## src/rtl/irqc_pkg.sv

```systemverilog
package irqc_pkg;

    localparam int NSRC    = 7;          // reset plus six maskable sources
    localparam int NMSK    = NSRC - 1;
    localparam int EXT_N   = 3;          // external request pins
    localparam int SPT_N   = 4;          // serial request lines
    localparam int WD_W    = 2 * NMSK;   // force bits then clear bits
    localparam int NEST_BIT = 4;
    localparam int SLOT_LG = 2;          // four words per vector slot

    typedef enum logic [1:0] {
        SEL_MASK = 2'd0,
        SEL_CTRL = 2'd1,
        SEL_FRC  = 2'd2,
        SEL_NONE = 2'd3
    } wsel_e;

    typedef struct packed {
        logic             nest;
        logic [EXT_N-1:0] edge_sel;
    } ctrl_t;

    function automatic int unsigned slot_base(input int unsigned src);
        return src << SLOT_LG;
    endfunction

endpackage

```

## src/rtl/irqc_src_cell.sv

```systemverilog
module irqc_src_cell (
    input  logic clk,
    input  logic rst,
    input  logic ext_mode,
    input  logic edge_mode,
    input  logic pin_n,
    input  logic int_pulse,
    input  logic frc,
    input  logic clr,
    input  logic ack,
    output logic req
);

    logic pin_q;
    logic latch_q;
    logic fall;
    logic set_now;

    always_ff @(posedge clk) begin
        if (rst) pin_q <= 1'b1;
        else     pin_q <= pin_n;
    end

    always_comb begin
        fall    = ext_mode & edge_mode & pin_q & ~pin_n;
        set_now = fall | (~ext_mode & int_pulse) | frc;
    end

    always_ff @(posedge clk) begin
        if (rst)          latch_q <= 1'b0;
        else if (clr)     latch_q <= 1'b0;
        else if (set_now) latch_q <= 1'b1;
        else if (ack)     latch_q <= 1'b0;
    end

    assign req = latch_q | (ext_mode & ~edge_mode & ~pin_n);

    AST_EDGE_CAPTURE: assert property (@(posedge clk) disable iff (rst)
        (ext_mode && edge_mode && $fell(pin_n) && !clr) |=> req);

    AST_INT_PULSE_HELD: assert property (@(posedge clk) disable iff (rst)
        (!ext_mode && int_pulse && !clr) |=> req);

endmodule

```

## src/rtl/irqc_arbiter.sv

```systemverilog
module irqc_arbiter #(
    parameter int NM = irqc_pkg::NMSK,
    parameter int VW = 14
) (
    input  logic          rst,
    input  logic [NM-1:0] req,
    input  logic [NM-1:0] mask,
    input  logic [NM-1:0] active,
    input  logic          nest,
    output logic          take,
    output logic [VW-1:0] vec,
    output logic [NM-1:0] grant_oh
);
    localparam int IW = $clog2(NM + 1);

    logic [NM-1:0] cand;
    logic [IW-1:0] sel_ix;
    logic [IW-1:0] act_ix;
    logic          allow;

    always_comb begin
        cand   = req & mask;
        sel_ix = '0;
        act_ix = IW'(NM);
        for (int i = NM - 1; i >= 0; i--) begin
            if (cand[i])   sel_ix = IW'(i);
            if (active[i]) act_ix = IW'(i);
        end
        allow    = (active == '0) || (nest && (sel_ix < act_ix));
        take     = 1'b0;
        vec      = '0;
        grant_oh = '0;
        if (rst) begin
            take = 1'b1;
        end else if ((cand != '0) && allow) begin
            take             = 1'b1;
            grant_oh[sel_ix] = 1'b1;
            vec              = VW'(irqc_pkg::slot_base(32'(sel_ix) + 32'd1));
        end
    end

endmodule

```

## src/rtl/irqc_stat_stack.sv

```systemverilog
module irqc_stat_stack #(
    parameter int DW    = 21,
    parameter int DEPTH = 7
) (
    input  logic          clk,
    input  logic          rst,
    input  logic          push,
    input  logic          pop,
    input  logic [DW-1:0] din,
    output logic [DW-1:0] top_ent,
    output logic          empty,
    output logic [DW-1:0] dout,
    output logic          restore_vld,
    output logic          ovf
);
    localparam int PW = $clog2(DEPTH + 1);
    localparam int IW = (DEPTH > 1) ? $clog2(DEPTH) : 1;

    logic [DW-1:0] mem [DEPTH];
    logic [PW-1:0] depth;
    logic [PW-1:0] top_ix;
    logic          full;
    logic          do_pop;

    always_comb begin
        full    = (depth == PW'(DEPTH));
        empty   = (depth == '0);
        top_ix  = depth - PW'(1);
        top_ent = mem[top_ix[IW-1:0]];
        do_pop  = pop && !push && !empty;
    end

    always_ff @(posedge clk) begin
        if (push && !full) mem[depth[IW-1:0]] <= din;
    end

    always_ff @(posedge clk) begin
        if (rst) begin
            depth       <= '0;
            dout        <= '0;
            restore_vld <= 1'b0;
            ovf         <= 1'b0;
        end else begin
            restore_vld <= 1'b0;
            if (push) begin
                if (full) ovf   <= 1'b1;
                else      depth <= depth + PW'(1);
            end else if (do_pop) begin
                depth       <= top_ix;
                dout        <= top_ent;
                restore_vld <= 1'b1;
            end
        end
    end

    AST_NO_OVERFLOW: assert property (@(posedge clk) disable iff (rst)
        (push && full) |=> (full && ovf));

    AST_PUSH_GROWS: assert property (@(posedge clk) disable iff (rst)
        (push && !full) |=> (depth == $past(depth) + PW'(1)));

    AST_POP_RESTORES: assert property (@(posedge clk) disable iff (rst)
        (pop && !push && !empty) |=> restore_vld);

endmodule

```

## src/rtl/irq_vector_ctrl.sv

```systemverilog
module irq_vector_ctrl #(
    parameter int ASTAT_W   = 8,
    parameter int MSTAT_W   = 7,
    parameter int STK_DEPTH = 7,
    parameter int VEC_W     = 14
) (
    input  logic                       clk,
    input  logic                       rst,
    input  logic [irqc_pkg::EXT_N-1:0] ext_irq_n,
    input  logic                       ser1_as_irq,
    input  logic [irqc_pkg::SPT_N-1:0] sport_req,
    input  logic                       timer_req,
    input  logic                       wr_en,
    input  logic [1:0]                 wr_sel,
    input  logic [irqc_pkg::WD_W-1:0]  wr_data,
    input  logic                       irq_ack,
    input  logic                       irq_rti,
    input  logic                       sts_push,
    input  logic                       sts_pop,
    input  logic [ASTAT_W-1:0]         astat_in,
    input  logic [MSTAT_W-1:0]         mstat_in,
    output logic                       irq_take,
    output logic [VEC_W-1:0]           irq_vec,
    output logic                       restore_vld,
    output logic [ASTAT_W-1:0]         astat_rst,
    output logic [MSTAT_W-1:0]         mstat_rst,
    output logic                       stk_ovf
);
    import irqc_pkg::*;

    localparam int ENT_W = ASTAT_W + MSTAT_W + NMSK;

    wsel_e             sel;
    ctrl_t             ctrl_q;
    logic [NMSK-1:0]   mask_q;
    logic [NMSK-1:0]   active_q;
    logic [NMSK-1:0]   act_low;
    logic [NMSK-1:0]   frc_v, clr_v;
    logic [NMSK-1:0]   s_ext, s_edge, s_pin, s_int;
    logic [NMSK-1:0]   req_v;
    logic [NMSK-1:0]   grant_oh;
    logic              ack_go, push_go, pop_go, rti_go;
    logic [ENT_W-1:0]  push_ent, top_ent, pop_ent;
    logic              stk_empty;

    always_comb begin
        sel   = wsel_e'(wr_sel);
        frc_v = (wr_en && sel == SEL_FRC) ? wr_data[NMSK-1:0]      : '0;
        clr_v = (wr_en && sel == SEL_FRC) ? wr_data[2*NMSK-1:NMSK] : '0;
        // source routing: index g serves source g+1
        s_ext  = {1'b0, ser1_as_irq, ser1_as_irq, 1'b0, 1'b0, 1'b1};
        s_edge = {1'b0, ctrl_q.edge_sel[0], ctrl_q.edge_sel[1], 1'b0, 1'b0, ctrl_q.edge_sel[2]};
        s_pin  = {1'b1, ext_irq_n[0], ext_irq_n[1], 1'b1, 1'b1, ext_irq_n[2]};
        s_int  = {timer_req, sport_req[3], sport_req[2], sport_req[1], sport_req[0], 1'b0};
    end

    for (genvar g = 0; g < NMSK; g++) begin : g_src
        irqc_src_cell u_cell (
            .clk       (clk),
            .rst       (rst),
            .ext_mode  (s_ext[g]),
            .edge_mode (s_edge[g]),
            .pin_n     (s_pin[g]),
            .int_pulse (s_int[g]),
            .frc       (frc_v[g]),
            .clr       (clr_v[g]),
            .ack       (grant_oh[g] & ack_go),
            .req       (req_v[g])
        );
    end

    irqc_arbiter #(.NM(NMSK), .VW(VEC_W)) u_arb (
        .rst      (rst),
        .req      (req_v),
        .mask     (mask_q),
        .active   (active_q),
        .nest     (ctrl_q.nest),
        .take     (irq_take),
        .vec      (irq_vec),
        .grant_oh (grant_oh)
    );

    always_comb begin
        ack_go   = irq_take && irq_ack && !rst;
        push_go  = ack_go || sts_push;
        pop_go   = (irq_rti || sts_pop) && !push_go;
        rti_go   = irq_rti && !push_go;
        act_low  = active_q & (~active_q + NMSK'(1));
        push_ent = {astat_in, mstat_in, mask_q};
    end

    irqc_stat_stack #(.DW(ENT_W), .DEPTH(STK_DEPTH)) u_stk (
        .clk         (clk),
        .rst         (rst),
        .push        (push_go),
        .pop         (pop_go),
        .din         (push_ent),
        .top_ent     (top_ent),
        .empty       (stk_empty),
        .dout        (pop_ent),
        .restore_vld (restore_vld),
        .ovf         (stk_ovf)
    );

    assign astat_rst = pop_ent[ENT_W-1 -: ASTAT_W];
    assign mstat_rst = pop_ent[NMSK +: MSTAT_W];

    always_ff @(posedge clk) begin
        if (rst) begin
            mask_q   <= '0;
            ctrl_q   <= '0;
            active_q <= '0;
        end else begin
            if (pop_go && !stk_empty)
                mask_q <= top_ent[NMSK-1:0];
            else if (wr_en && sel == SEL_MASK)
                mask_q <= wr_data[NMSK-1:0];
            if (wr_en && sel == SEL_CTRL) begin
                ctrl_q.edge_sel <= wr_data[EXT_N-1:0];
                ctrl_q.nest     <= wr_data[NEST_BIT];
            end
            if (ack_go)      active_q <= active_q | grant_oh;
            else if (rti_go) active_q <= active_q & ~act_low;
        end
    end

    AST_SEQ_SINGLE: assert property (@(posedge clk) disable iff (rst)
        (ack_go && !ctrl_q.nest) |-> (active_q == '0));

    AST_NEST_HIGHER: assert property (@(posedge clk) disable iff (rst)
        ack_go |-> ((active_q & ((grant_oh << 1) - NMSK'(1))) == '0));

endmodule

```

## config.mk

```make
export PLATFORM = sky130hd
export DESIGN_NAME = irq_vector_ctrl
export DESIGN_NICKNAME = d
export VERILOG_FILES = /design/src/rtl/irqc_pkg.sv /design/src/rtl/irqc_src_cell.sv /design/src/rtl/irqc_arbiter.sv /design/src/rtl/irqc_stat_stack.sv /design/src/rtl/irq_vector_ctrl.sv
export SDC_FILE = /design/constraint.sdc
export NUM_CORES = 1
export LEC_CHECK = 0
export BUFFER_PORTS_ARGS = -buffer_cell sky130_fd_sc_hd__buf_4
export CORE_MARGIN = 2
export CORE_UTILIZATION = 54
export CTS_BUF_LIST = sky130_fd_sc_hd__clkbuf_16
export DETAILED_ROUTE_END_ITERATION = 10
export PLACE_DENSITY = 0.88
export SYNTH_ARGS = -nofsm -noshare
export SYNTH_HDL_FRONTEND = slang
export SYNTH_HIERARCHICAL = 1
export SYNTH_SLANG_ARGS = --single-unit
export TNS_END_PERCENT = 5
```

## constraint.sdc

```tcl
create_clock -name clk -period 4.8 [get_ports clk]
set_input_delay 0.96 -clock clk [delete_from_list [all_inputs] [get_ports clk]]
set_output_delay 0.96 -clock clk [all_outputs]
set_load 0.02 [all_outputs]
```

==> results of run 1 <==
worst max-delay path: cells and delay by family:
family / cells / cell delay, ns
buf+inv: 2 / 0.43
compound gates: 4 / 1.04
simple gates: 8 / 1.98
fa+ha+maj: 1 / 0.25
metal layers:
layer | wire length [um] | GRT usage | vias up | share of wire
met1 | 6880 | 0.264 | 2510 | 0.40
met3 | 1160 | 0.0637 | 29 | 0.068
met2 | 8830 | 0.371 | 236 | 0.52
li1 | - | - | 2345 | -
met5 | 0 | 0 | - | 0
met4 | 258 | 0.0776 | 0 | 0.015
flip-flops by register name, indices dropped and copies added, names as in the netlist:
| signal | flops |
|---|---|
| u_stk/mem | 147 |
| u_stk/dout | 15 |
| active_q | 6 |
| g_src.u_cell/latch_q | 6 |
| g_src.u_cell/pin_q | 6 |
| mask_q | 6 |
| ctrl_q | 4 |
| u_stk/depth | 3 |
| u_stk/ovf | 1 |
| u_stk/restore_vld | 1 |
stage by stage:
step | TNS, ns | hold WS [ns] | util | power (W)
finish | 0 | 0.475 | 0.634 | 0.00404
CTS | 0 | 0.484 | 0.634 | 0.00405
detailed placement | -0.0775 | 0.469 | 0.595 | 0.00266
global route | 0 | 0.503 | 0.634 | 0.00418
floorplan | -34.62 | 0.464 | - | 0.00247
global placement | 0 | 0.462 | 0.595 | 0.00263
layout make-up:
cell class              instances  share of cell area
clock inverters                15              0.0165
repair buffers                 78              0.0614
clock buffers                  17              0.0446
well taps                     188              0.0247
multi-input cells             372               0.285
flip-flops and latches        195               0.564
inverters                      11             0.00433
placed cells by master (no fill, tap or decap), drive strengths merged, types with 6 or more instances in the layout:
| cell type | count |
|---|---|
| a21oi | 19 |
| a22oi | 18 |
| and2 | 16 |
| and4b | 6 |
| buf | 78 |
| clkbuf | 17 |
| conb | 39 |
| dfxtp | 48 |
| edfxtp | 147 |
| ha | 6 |
| inv | 17 |
| mux2i | 33 |
| mux4 | 21 |
| nand2 | 37 |
| nor2 | 28 |
| nor2b | 12 |
| nor3 | 7 |
| nor3b | 8 |
| o21ai | 46 |
| o41a | 6 |
| o41ai | 6 |
| or2 | 16 |
| or3 | 7 |
worst max path at each step:
| stage | start | to | slack [ns] | cells past startpoint |
|---|---|---|---|---|
| after global placement | ser1_as_irq | u_stk/mem[1][13]$_DFFE_PP_ | 0.27 | 15 |
| after detailed placement | ser1_as_irq | u_stk/mem[1][10]$_DFFE_PP_ | -0.01 | 15 |
| after floorplan | ser1_as_irq | u_stk/mem[4][0]$_DFFE_PP_ | -0.36 | 15 |
| after global routing | ser1_as_irq | u_stk/mem[1][6]$_DFFE_PP_ | 0.16 | 15 |
| after CTS | ser1_as_irq | u_stk/mem[1][6]$_DFFE_PP_ | 0.43 | 15 |
| final | ser1_as_irq | u_stk/mem[1][6]$_DFFE_PP_ | 0.29 | 15 |
power by group through the flow:
| stage | Clock, W | Sequential, W | Combinational [W] |
|---|---|---|---|
| global route | 0.00147 | 0.00202 | 0.000686 |
| floorplan | 0 | 0.00203 | 0.000440 |
| global placement | 0 | 0.00203 | 0.000597 |
| CTS | 0.00141 | 0.00201 | 0.000628 |
| finish | 0.00139 | 0.00201 | 0.000632 |
| detailed placement | 0 | 0.00205 | 0.000616 |
==> summary.txt, run 1 <==
Status
  • Status: completed

Pwr
  • Sequential group share of total power: 0.499
  • Sw Pwr: 0.00106 W
  • Pwr dens: 423 nW/um2
  • Max IR drop VDD: 0.000291 V
  • Switching portion of total power: 0.263
  • P_int: 0.00297 W
  • Leakage: 3.49 nW
  • Clock network fraction of total power: 0.345
  • Combinational power share: 0.157

Clock tree
  • Post-CTS sizing: 0
  • Clk pin slew, worst setup/hold paths: 0.06 ns
  • Htree depth: 4
  • Clock buffer count from CTS: 17
  • CTS tree: done
  • # Post-CTS Setup Buffers: 0
  • Post-cts hold buffer count: 0
  • CTS Buffer Depth: 2
  • Clock latency on the worst-skew pair: 0.43 ns
  • Sink Count: 195
  • Clock Root Buffer: clkbuf_16

Layout
  • Layout filler cell count: 1065
  • Layout overhead on the synthesized area: 15.8%
  • Area of the multi-input gates: 2710 um2
  • Fin cells: 876
  • Register area: 5380 um2
  • Nets: 726
  • Share of layout cells above drive strength 1: 0.214
  • Antenna diode count: 0
  • Design Area, Final: 9530 um2

Place
  • Detailed Place HPWL: 10.8 mm
  • Placed cell areas: 8950 um2
  • IO Port Bufs: 65
  • Place WS: -0.0130 ns
  • Placer Congestion: 0.889
  • Placed insts: 844

Worst setup path
  • Worst R2R Start: ctrl_q[1]$_SDFFE_PP0P_
  • CP max stage delay: 0.81 ns
  • CP max stage cell: nor2_2
  • Crit Path Max Fanout: 16
  • R2r setup slk: 0.64 ns
  • R2r endpoint: u_stk/mem[1][6]$_DFFE_PP_
  • Worst Reg-to-Reg Cells: 14
  • Startpoint Class: primary input
  • Nature of the critical path endpoint: flop
  • Critical path type: in -> reg
  • Crit-path cells: buf_4 > nor3b_1 > or2_1 > a22oi_1 > nor2_1 > ha_1 > nor2_1 > o21ai_0 > o21ai_1 > a21o_1 > and3b_1 > or2_2 > nand2_1 > nor2_2 > buf_4
  • Worst EP arrival: 4.65 ns
  • Worst path required time: 4.94 ns

Floorplan
  • DIE AREA: 16200 um2
  • Ports: 77
  • Width of the die: 127 um
  • Die Ht: 127 um
  • Initial Util: 0.548
  • Core Region: 15000 um2
  • # rows: 45

Global routing
  • First-pass GRT wire length: 26.7 mm
  • Vias in the first global route: 5208
  • Pin count of the biggest net entering global routing: 52
  • Gr usage total: 0.217
  • Total grt overflow: 0
  • Initial antenna violation count: 0

Synthesis
  • Yosys warns: 6
  • Syn Std Cell Area: 8230 um2
  • Post-synthesis instance total: 582
  • Mean post-synth cell area: 14.1 um2

Routing
  • Routed Antenna Nets: 0
  • DR DRC count: 0
  • Post-Route WL: 17.1 mm
  • WL per Instance: 19.6 um
  • Router iterations before antenna repair: 5
  • Via count: 5120
  • 1st-iter DRT viols: 477
  • Avg Vias per Cell: 5.84

Job
  • Max capacitance violation total: 0

Min path
  • Worst min path class: reg -> reg
  • Worst Hold Path EP: u_stk/ovf$_SDFFE_PP0P_
  • Hold Startpoint: u_stk/ovf$_SDFFE_PP0P_
  • WHS Path Cells: 2

Timing
  • Peak Freq: 222 MHz
  • Max Slew Vio Count: 0
  • Final Hold Viols: 0
  • Worst-Margin Slew: 1.03 ns
  • RSZ-0062 raised after global routing: false
  • Slew margin rel.: 0.312
  • Clk_skew: 0.0115 ns
  • Final Critical Period: 4.51 ns
  • Setup WS post-layout: 0.289 ns
  • Final worst-path cycle share: 0.940
  • Final setup vio count: 0
Note: power is estimated with default switching activity, not from simulation.
==> inputs of run 2 (changes only) <==
Settings changed: SETUP_SLACK_MARGIN from default to 0.4.
==> run 2 against run 1 <==
Against the previous run:
- first-iteration DRC count decreased by 26%
- die area did not move
- global-route usage decreased by 0.27 points
- hold slack improved by 0.0011 ns
- core utilization grew 0.45 points
- sequential share of layout area down 0.40 points
- sequential power about the same
- combinational power hardly changed
- non-clock buffer count rose by 5
- count of clock-buffer cells in the layout did not move
- setup slack improved by 0.22 ns
- fmax up 5.0%
- largest cell class unchanged
- largest power group unchanged
==> summary.txt, run 2 (synthesized netlist as in run 1, its figures left out) <==
Layout
  • Commonest cells after routing, fill and taps aside: edfxtp_1, buf_4, dfxtp_1
  • Most common cell after layout, fill and taps aside: edfxtp_1
  • Fin cells: 881 (+0.57%)
  • Nets: 731 (+0.69%)
  • Layout filler cell count: 1042 (-2.2%)
  • Layout overhead on the synthesized area: 16.6%
  • Share of layout cells above drive strength 1: 0.227 (+0.0129)
  • Largest register FFs: 147 (unchanged)
  • Antenna diode count: 0 (unchanged)

Routing
  • 1st-iter DRT viols: 352 (-26%)
  • Routed Antenna Nets: 0 (unchanged)
  • DR DRC count: 0 (unchanged)
  • Avg Vias per Cell: 5.84 (about the same)
  • WL per Instance: 19.4 um (-1.1%)
  • Post-Route WL: 17.0 mm (-0.51%)
  • Via count: 5146 (+0.51%)
  • Router iterations before antenna repair: 5 (unchanged)

Global routing
  • Total grt overflow: 0 (unchanged)
  • First-pass GRT wire length: 26.2 mm (-2.1%)
  • Vias in the first global route: 5214 (+0.12%)
  • Pin count of the biggest net entering global routing: 36 (-31%)
  • Gr usage total: 0.215 (-0.00266)
  • Initial antenna violation count: 0 (unchanged)

Floorplan
  • Width of the die: 127 um (unchanged)
  • DIE AREA: 16200 um2 (unchanged)
  • Initial Util: 0.548 (unchanged)
  • Die Ht: 127 um (unchanged)
  • Core Region: 15000 um2 (unchanged)
  • # rows: 45 (unchanged)
  • Ports: 77 (unchanged)

Timing
  • RSZ-0062 raised after global routing: true
  • Peak Freq: 233 MHz (+5.0%)
  • Final worst-path cycle share: 0.895 (-0.0450)
  • Final setup vio count: 0 (unchanged)
  • Max Slew Vio Count: 0 (unchanged)
  • Slew margin rel.: 0.299 (-0.0130)
  • Final Critical Period: 4.30 ns (-0.216 ns)
  • Setup_tns: 0 ns (unchanged)
  • Worst-Margin Slew: 1.05 ns (+0.0150 ns)
  • Clk_skew: 0.0118 ns (+0.000346 ns)
  • Final Hold Viols: 0 (unchanged)

Clock tree
  • Clk pin slew, worst setup/hold paths: 0.07 ns (about the same)
  • Clock latency on the worst-skew pair: 0.44 ns (about the same)
  • CTS Buffer Depth: 2 (unchanged)
  • Htree depth: 4 (unchanged)
  • Post-cts hold buffer count: 0 (unchanged)
  • Sink Count: 195 (unchanged)
  • CTS tree: done
  • Clock Root Buffer: clkbuf_16
  • Clock buffer count from CTS: 17 (unchanged)

Worst setup path
  • Critical path type: in -> reg
  • R2r setup slk: 0.87 ns (+0.23 ns)
  • Crit Path Max Fanout: 11 (-5)
  • Worst EP arrival: 4.43 ns (-0.22 ns)
  • Startpoint Class: primary input
  • Worst Reg-to-Reg Cells: 14 (unchanged)
  • Nature of the critical path endpoint: flop
  • Worst path required time: 4.93 ns (about the same)

Place
  • Detailed Place HPWL: 11.0 mm (+2.7%)
  • IO Port Bufs: 65 (unchanged)
  • Placer Congestion: 0.979 (+10%)
  • Placed insts: 847 (+0.36%)

Pwr
  • Max IR drop VDD: 0.000300 V (+3.1%)
  • Total Power: 0.00405 W (+0.24%)
  • Leakage: 3.51 nW (+0.56%)
  • Pwr dens: 421 nW/um2 (-0.46%)

Min path
  • WHS Path Cells: 2 (unchanged)
  • Worst min path class: reg -> reg

Job
  • Max capacitance violation total: 0 (unchanged)

Status
  • Status: completed
-- run 2: layout make-up --
type                            count  area, um2  area share
Clock inverter                     15        158      0.0164
Multi-Input combinational cell    372       2740       0.286
Tap cell                          188        235      0.0245
Timing Repair Buffer               83        624      0.0650
Clock buffer                       17        425      0.0443
Inverter                           11       41.3     0.00430
Sequential cell                   195       5380       0.560
-- run 2: metal layers --
layer	part of all wire	global-route usage	up-vias
met5	0	0	-
li1	-	-	2351
met4	0.025	0.103	0
met1	0.38	0.239	2524
met2	0.53	0.388	234
met3	0.060	0.0498	37
-- run 2: critical path: stages --
cell     delay (ns)
buf_4          0.13
nor3b_1        0.13
or2_1          0.25
a22oi_2        0.29
nor2_1         0.13
ha_1           0.31
nor2_1         0.19
a21oi_4        0.05
o21ai_1        0.16
a21o_1         0.21
and3b_1        0.19
or2_2          0.13
nand2_1        0.11
nor3_2         0.80
buf_4          0.38
-- run 2: stage by stage --
step	util	hold slack, ns	instance area (um2)	worst slack (ns)
2_1_floorplan	-	0.464	8390	0.237
3_3_place_gp	0.597	0.464	8970	0.219
3_5_place_dp	0.597	0.465	8970	0.0286
4_1_cts	0.636	0.482	9560	0.436
5_1_grt	0.639	0.529	9600	0.352
6_report	0.639	0.476	9600	0.505
-- run 2: where the power goes --
group	switching [W]	total, W	internal, W
sequential	0.0000709	0.00202	0.00195
combinational	0.000380	0.000634	0.000255
clock	0.000621	0.00139	0.000772
-- run 2: path summary, 6_finish.rpt --
path,from,to
max reg2reg,ctrl_q[1]$_SDFFE_PP0P_,u_stk/mem[2][19]$_DFFE_PP_
min reg2reg,u_stk/ovf$_SDFFE_PP0P_,u_stk/ovf$_SDFFE_PP0P_
max,ser1_as_irq,u_stk/mem[2][19]$_DFFE_PP_
min,u_stk/ovf$_SDFFE_PP0P_,u_stk/ovf$_SDFFE_PP0P_
-- run 2: repair_timing --
action,in CTS,in global routing
setup buffers,0,1
gates resized for setup,0,6
setup endpoints to repair,0,83
==> inputs of run 3 (changes only) <==
Settings changed: CELL_PAD_IN_SITES_DETAIL_PLACEMENT from default to 0, CELL_PAD_IN_SITES_GLOBAL_PLACEMENT from default to 2, CORE_UTILIZATION 54 to 38.
==> run 3 against run 2 <==
Against the previous run:
- hold slack improved by 0.020 ns
- fmax is 3.4% higher
- core utilization decreased by 18 points
- via count fell by 6.9%
- combinational power decreased by 2%
- register-to-register slack improved by 0.13 ns
- flip-flop and latch count stayed put
- count of clock-buffer cells in the layout did not move
- sequential share of layout area is 0.25 points lower
- critical path depth up 1
- critical path type unchanged
==> summary.txt, run 3 (synthesized netlist as in run 1, its figures left out) <==
Status
  • Status: completed

Clock tree
  • CTS tree: done
  • Sink Count: 195 (unchanged)
  • Post-cts hold buffer count: 0 (unchanged)
  • Clock latency on the worst-skew pair: 0.43 ns (about the same)
  • Clock Root Buffer: clkbuf_16
  • CTS Buffer Depth: 2 (unchanged)
  • # Post-CTS Setup Buffers: 0 (unchanged)
  • Clock buffer count from CTS: 17 (unchanged)
  • Clk pin slew, worst setup/hold paths: 0.07 ns (about the same)
  • Htree depth: 4 (unchanged)
  • Post-CTS sizing: 0 (unchanged)

Layout
  • Antenna diode count: 0 (unchanged)
  • Share of layout cells above drive strength 1: 0.215 (-0.0114)
  • Largest register FFs: 147 (unchanged)
  • Layout overhead on the synthesized area: 17.2%
  • Nets: 726 (-0.68%)
  • Commonest cells after routing, fill and taps aside: edfxtp_1, buf_4, dfxtp_1
  • Fin cells: 963 (+9.3%)
  • Most common cell after layout, fill and taps aside: edfxtp_1
  • Final core occ: 0.456 (-0.183)

Pwr
  • Leakage: 3.49 nW (-0.58%)
  • Pwr dens: 413 nW/um2 (-1.9%)
  • Max IR drop VDD: 0.000267 V (-11%)
  • Total Power: 0.00399 W (-1.5%)

Worst setup path
  • Worst path required time: 5.16 ns (+0.23 ns)
  • Nature of the critical path endpoint: flop
  • Worst Reg-to-Reg Cells: 15 (+1)
  • Startpoint Class: primary input
  • R2r endpoint: u_stk/dout[7]$_SDFFE_PP0P_
  • Critical path type: in -> reg
  • R2r setup slk: 1.00 ns (+0.13 ns)
  • Worst EP arrival: 4.52 ns (+0.09 ns)
  • Worst R2R Start: ctrl_q[2]$_SDFFE_PP0P_
  • Crit Path Max Fanout: 15 (+4)

Timing
  • Worst-Margin Slew: 0.916 ns (-0.129 ns)
  • Max Slew Vio Count: 0 (unchanged)
  • RSZ-0062 raised after global routing: false
  • Slew margin rel.: 0.389 (+0.0900)
  • Clk_skew: 0.0134 ns (+0.00159 ns)
  • Final worst-path cycle share: 0.866 (-0.0291)
  • Final setup vio count: 0 (unchanged)
  • Peak Freq: 241 MHz (+3.4%)
  • Setup_tns: 0 ns (unchanged)
  • Final Hold Viols: 0 (unchanged)
  • Final Critical Period: 4.16 ns (-0.140 ns)

Routing
  • Avg Vias per Cell: 4.98 (-15%)
  • 1st-iter DRT viols: 179 (-49%)
  • DR DRC count: 0 (unchanged)
  • WL per Instance: 16.8 um (-13%)
  • Routed Antenna Nets: 0 (unchanged)
  • Via count: 4792 (-6.9%)
  • Router iterations before antenna repair: 5 (unchanged)
  • Post-Route WL: 16.2 mm (-5.1%)

Global routing
  • Pin count of the biggest net entering global routing: 52 (+44%)
  • Initial antenna violation count: 0 (unchanged)
  • Vias in the first global route: 4967 (-4.7%)
  • Total grt overflow: 0 (unchanged)
  • Gr usage total: 0.149 (-0.0654)
  • First-pass GRT wire length: 25.7 mm (-1.7%)

Job
  • Max capacitance violation total: 0 (unchanged)

Place
  • Placer Congestion: 0.794 (-19%)
  • Detailed Place HPWL: 10.2 mm (-7.7%)
  • IO Port Bufs: 65 (unchanged)
  • Placed insts: 931 (+9.9%)

Floorplan
  • Width of the die: 151 um (+19%)
  • Initial Util: 0.389 (-0.158)
  • # rows: 53 (+18%)
  • DIE AREA: 22900 um2 (+41%)
  • Core Region: 21200 um2 (+41%)
  • Die Ht: 151 um (+19%)
  • Ports: 77 (unchanged)

Min path
  • Worst min path class: reg -> reg
  • WHS Path Cells: 2 (unchanged)
  • Worst Hold Path EP: u_stk/ovf$_SDFFE_PP0P_
  • Hold Startpoint: u_stk/ovf$_SDFFE_PP0P_
[run 3: area by class of cell]
cell class	instances	area (um2)
clock buffers	17	425
repair buffers	78	598
inverters	11	41.3
multi-input cells	372	2720
fillers	1842	11500
clock inverters	15	145
well taps	275	344
flip-flops and latches	195	5380
[run 3: where the power goes]
part           internal [W]  switching [W]
clock              0.000731       0.000632
combinational      0.000250       0.000369
sequential          0.00195      0.0000576
total               0.00293        0.00106
[run 3: worst max path at each step]
stage | cells after the start | end | from
after floorplan | 15 | u_stk/mem[4][0]$_DFFE_PP_ | ser1_as_irq
after global placement | 16 | u_stk/dout[19]$_SDFFE_PP0P_ | ser1_as_irq
after detailed placement | 16 | u_stk/dout[7]$_SDFFE_PP0P_ | ser1_as_irq
after CTS | 16 | u_stk/dout[10]$_SDFFE_PP0P_ | ser1_as_irq
after global routing | 16 | u_stk/dout[16]$_SDFFE_PP0P_ | ser1_as_irq
final | 16 | u_stk/dout[7]$_SDFFE_PP0P_ | ser1_as_irq
[run 3: critical path, cell delays in order]
cell and delay [ns]:
buf_4 0.13, nor3b_1 0.13, or2_1 0.25, a22o_1 0.24, or4_1 0.54, a21oi_2 0.25
o21ai_1 0.14, a21o_1 0.22, and3b_1 0.19, or2_2 0.28, nor2_1 0.20, or3b_4 0.43
a21oi_2 0.11, buf_4 0.25, a22oi_1 0.10, o21ai_1 0.09
[run 3: per-stage QoR]
step	setup WS [ns]	instance area (um2)	hold WS, ns
2_1_floorplan	0.237	8390	0.464
3_3_place_gp	0.346	9070	0.475
3_5_place_dp	0.244	9070	0.488
4_1_cts	0.681	9640	0.503
5_1_grt	0.401	9650	0.534
6_report	0.645	9650	0.496
[run 3: metal layers]
metal / global-route usage / vias to the layer above / share of wire / wire length, um
met5: 0 / - / 0 / 0
met4: 0.0453 / 0 / 0.0058 / 94
met3: 0.0325 / 8 / 0.048 / 770
met2: 0.266 / 112 / 0.52 / 8420
met1: 0.181 / 2325 / 0.43 / 6880
li1: - / 2347 / - / -
